$ cat src/rtl/ilsr_pkg.sv
package ilsr_pkg;

    // Which of the two lanes the steering phase selects.
    typedef enum logic {
        LANE_EVEN = 1'b0,
        LANE_ODD  = 1'b1
    } lane_e;

    function automatic lane_e lane_flip(lane_e cur);
        return (cur == LANE_EVEN) ? LANE_ODD : LANE_EVEN;
    endfunction

endpackage

$ cat src/rtl/ilsr_phase.sv
module ilsr_phase
    import ilsr_pkg::*;
(
    input  logic  clk,
    input  logic  rst,
    output lane_e phase_o
);
    typedef struct packed {
        lane_e phase;
    } phase_state_t;

    phase_state_t st_d, st_q;

    always_comb begin
        st_d       = st_q;
        st_d.phase = lane_flip(st_q.phase);
    end

    always_ff @(posedge clk) begin
        if (rst) begin
            st_q.phase <= LANE_EVEN;
        end else begin
            st_q <= st_d;
        end
    end

    assign phase_o = st_q.phase;

endmodule

$ cat src/rtl/ilsr_lane.sv
module ilsr_lane #(
    parameter int W     = 8,
    parameter int DEPTH = 4
) (
    input  logic         clk,
    input  logic         rst,
    input  logic         en_i,
    input  logic [W-1:0] din_i,
    output logic [W-1:0] tail_o
);
    typedef struct packed {
        logic [DEPTH-1:0][W-1:0] stage;
    } lane_state_t;

    lane_state_t st_d, st_q;

    always_comb begin
        st_d = st_q;
        if (en_i) begin
            st_d.stage[0] = din_i;
            for (int k = 1; k < DEPTH; k++) begin
                st_d.stage[k] = st_q.stage[k-1];
            end
        end
    end

    always_ff @(posedge clk) begin
        if (rst) begin
            st_q <= '0;
        end else begin
            st_q <= st_d;
        end
    end

    assign tail_o = st_q.stage[DEPTH-1];

endmodule

$ cat src/rtl/ilsr_merge.sv
module ilsr_merge
    import ilsr_pkg::*;
#(
    parameter int W = 8
) (
    input  lane_e        sel_i,
    input  logic [W-1:0] even_i,
    input  logic [W-1:0] odd_i,
    output logic [W-1:0] y_o
);
    always_comb begin
        unique case (sel_i)
            LANE_EVEN: y_o = even_i;
            LANE_ODD:  y_o = odd_i;
            default:   y_o = even_i;
        endcase
    end

endmodule

$ cat src/rtl/ilsr_top.sv
module ilsr_top
    import ilsr_pkg::*;
#(
    parameter int W = 8,
    parameter int N = 8
) (
    input  logic         clk,
    input  logic         rst,
    input  logic [W-1:0] din,
    output logic [W-1:0] dout
);
    localparam int HALF  = N / 2;
    localparam int LANES = 2;

    lane_e        phase_w;
    logic [W-1:0] lane_tail [LANES];

    ilsr_phase u_phase (
        .clk     (clk),
        .rst     (rst),
        .phase_o (phase_w)
    );

    for (genvar g = 0; g < LANES; g++) begin : g_lane
        localparam lane_e MY_LANE = (g == 0) ? LANE_EVEN : LANE_ODD;

        ilsr_lane #(
            .W     (W),
            .DEPTH (HALF)
        ) u_lane (
            .clk    (clk),
            .rst    (rst),
            .en_i   (phase_w == MY_LANE),
            .din_i  (din),
            .tail_o (lane_tail[g])
        );
    end

    ilsr_merge #(
        .W (W)
    ) u_merge (
        .sel_i  (phase_w),
        .even_i (lane_tail[0]),
        .odd_i  (lane_tail[1]),
        .y_o    (dout)
    );

endmodule

$ cat config.mk
export PLATFORM = sky130hd
export DESIGN_NAME = ilsr_top
export DESIGN_NICKNAME = d
export VERILOG_FILES = /design/src/rtl/ilsr_pkg.sv /design/src/rtl/ilsr_phase.sv /design/src/rtl/ilsr_lane.sv /design/src/rtl/ilsr_merge.sv /design/src/rtl/ilsr_top.sv
export SDC_FILE = /design/constraint.sdc
export NUM_CORES = 1
export LEC_CHECK = 0
export ABC_AREA = 0
export CAP_MARGIN = 10
export CORE_MARGIN = 4
export CORE_UTILIZATION = 26
export DETAILED_ROUTE_END_ITERATION = 6
export GPL_ROUTABILITY_DRIVEN = 0
export HOLD_SLACK_MARGIN = 0.02
export SYNTH_ARGS = -nofsm -noshare
export SYNTH_HDL_FRONTEND = slang
export SYNTH_SLANG_ARGS = --single-unit
$ cat constraint.sdc
create_clock -name clk -period 1 [get_ports clk]
set_input_delay 0.15 -clock clk [delete_from_list [all_inputs] [get_ports clk]]
set_output_delay 0.15 -clock clk [all_outputs]
set_load 0.03 [all_outputs]
==> metrics <==
commonest non-fill, non-tap cell in the layout nor2_1; die area 11040 um2; Worst-Skew Late Latency 340 ps; min-delay src rst; final HPWL from detailed placement 2410 um; Final Hold Viols 0; Reg2Reg Depth 7; vias per cell 4.194; part of the Yosys area used for sequential elements 0.5312; Yosys warnings 0; GRT Resource Usage Total 0.08435; initial antenna violation count 0; # DRC 0; Seq cells post-synth 65; clock period minus worst slack 1455 ps; filler cell count 932; pwr dens 1648 nW/um2; Net Sw Frac 0.2379; CP Data Required Time 850 ps; Max Cap Viol 0; Hold Crit Depth 3; register area 1305 um2; Worst Hold Endpoint g_lane[1].u_lane.st_q[13]; Switch Pwr 1305 uW; dpl cells 349; critical path fanouts, max 5; skew final 5.155 ps; Final Setup Violations 72; Synth Cell Area 2450 um2; WL final 4200 um; clock tree buffer depth 2; syn nets 227; Cell Rows 35; post-layout util 0.3619; grt ovf 0; chip height 105.1 um; Top Ports 18; Final Cycle Share 1.455; share of cells above drive strength 1 0.2741; path category of the worst min-delay check input port to register; synthesized area per cell 11.29 um2; area grow syn2layout 35.85%; Final ANT Viol Nets 0; Starting DRT DRC Count 42; Num Clock Sinks 65; failing checks negative setup slack; post-route setup slack -454.8 ps; worst-margin pin slew 270.1 ps; Vias 1598; CP Capture Type primary output; core area 9196 um2; synth unique cells 10; Port-buffer cells 17; vias in the first global route 1654; wire per inst 11.02 um; max-slew violation count 0; most frequent cells in the layout nor2_1 (65), dfxtp_1 (64), mux2i_1 (59); Worst Path Class, Setup register to primary output; final cell count without fillers 381; r2r setup slk -300 ps; largest net degree at the start of global routing 66; Worst R2R Start u_phase.phase_o; Initial Utilization 0.2664; WP data arrival 1300 ps; Final TNS setup -14230 ps; clk root buf clkbuf_8; area of the multi-input gates 1023 um2; r2r endpoint g_lane[0].u_lane.st_q[18]; Fmax 687.4 MHz; H-tree depth 3; Num CTS Buffers 9; startpoint types register; ANT cells 0; Cell Int Power 4179 uW; status complete, but fails checks; drt pass-1 iters 3; Pleak 0.001388 uW; register share of total power 0.497; CTS tree yes; Logic pwr share 0.116; Final nets 275; worst vdd ir 0.7450 mV; first-pass GRT wire length 7417 um; Worst-path clk slew 70 ps; cells after synthesis 217; RSZ-0062 raised after global routing true; Die W 105.1 um; Clock power frac 0.387; Rel. slew slack 0.8199
sequential cells by signal (all words and copies together) (netlist names):
| register | count |
|---|---|
| g_lane.u_lane.st_q | 48 |
| g_lane.u_lane.tail_o | 16 |
| u_phase.phase_o | 1 |
synth_stat cells:
cell	number	area (um2)
dfxtp_1	65	1301
nor2_1	65	244.0
mux2i_1	64	640.6
buf_2	6	30.03
buf_8	6	90.09
mux2_4	5	75.07
mux2_2	3	33.78
buf_12	1	20.02
buf_6	1	11.26
clkbuf_1	1	3.750
layer usage:
layer	vias to the layer above	track usage	share of wire
li1	819	-	-
met1	750	0.09361	0.42
met3	7	0.03521	0.047
met5	-	0	0
met2	22	0.1384	0.51
met4	0	0.04217	0.018
worst max-delay path, stage by stage, from the launching register on:
cell	delay, ps
dfxtp_4	410
buf_12	130
mux2_4	300
buf_6	140
cell families (layout without fill, tap and decap cells):
kind of cell / after synthesis / in the layout / share of synthesized area
multiplexers: 72 / 72 / 0.3059
AND/OR/NAND/NOR: 65 / 65 / 0.09959
flip-flops: 65 / 65 / 0.5312
buffers and inverters: 15 / 68 / 0.06333
through the flow:
step	area [um2]	setup WS (ps)	hold slack [ps]	total power [uW]
2_1_floorplan	2455	-103.8	293.9	3129
3_3_place_gp	2755	-612.8	470.1	3189
3_5_place_dp	2755	-609.7	480.1	3197
4_1_cts	3298	-483.8	249.8	5590
5_1_grt	3328	-499.2	275.5	5727
6_report	3328	-454.8	263.2	5484
worst max path at each step:
stage                         start      end
CTS                 u_phase.phase_o  dout[0]
floorplan           u_phase.phase_o  dout[0]
detailed placement  u_phase.phase_o  dout[3]
global route        u_phase.phase_o  dout[0]
global placement    u_phase.phase_o  dout[6]
finish              u_phase.phase_o  dout[1]
power groups by stage:
| stage | Sequential [uW] | Clock [uW] | Combinational [uW] |
|---|---|---|---|
| detailed placement | 2800 | 0 | 402 |
| CTS | 2720 | 2240 | 627 |
| finish | 2730 | 2120 | 635 |
| floorplan | 2770 | 0 | 363 |
| global route | 2740 | 2300 | 689 |
| global placement | 2790 | 0 | 396 |
area by class of cell:
cell class,count,share of cell area
flip-flops and latches,65,0.3921
clock buffers,11,0.04887
multi-input cells,137,0.3075
well taps,111,0.04173
clock inverters,5,0.01090
repair buffers,52,0.1989
timing repair:
action,in CTS,in global routing
resized for setup,83,14
cloned,4,0
pin swaps,1,7
setup endpoints to repair,71,72
hold buffers,0,0
setup buffers,11,6
Power figures use the tool's default switching activity.
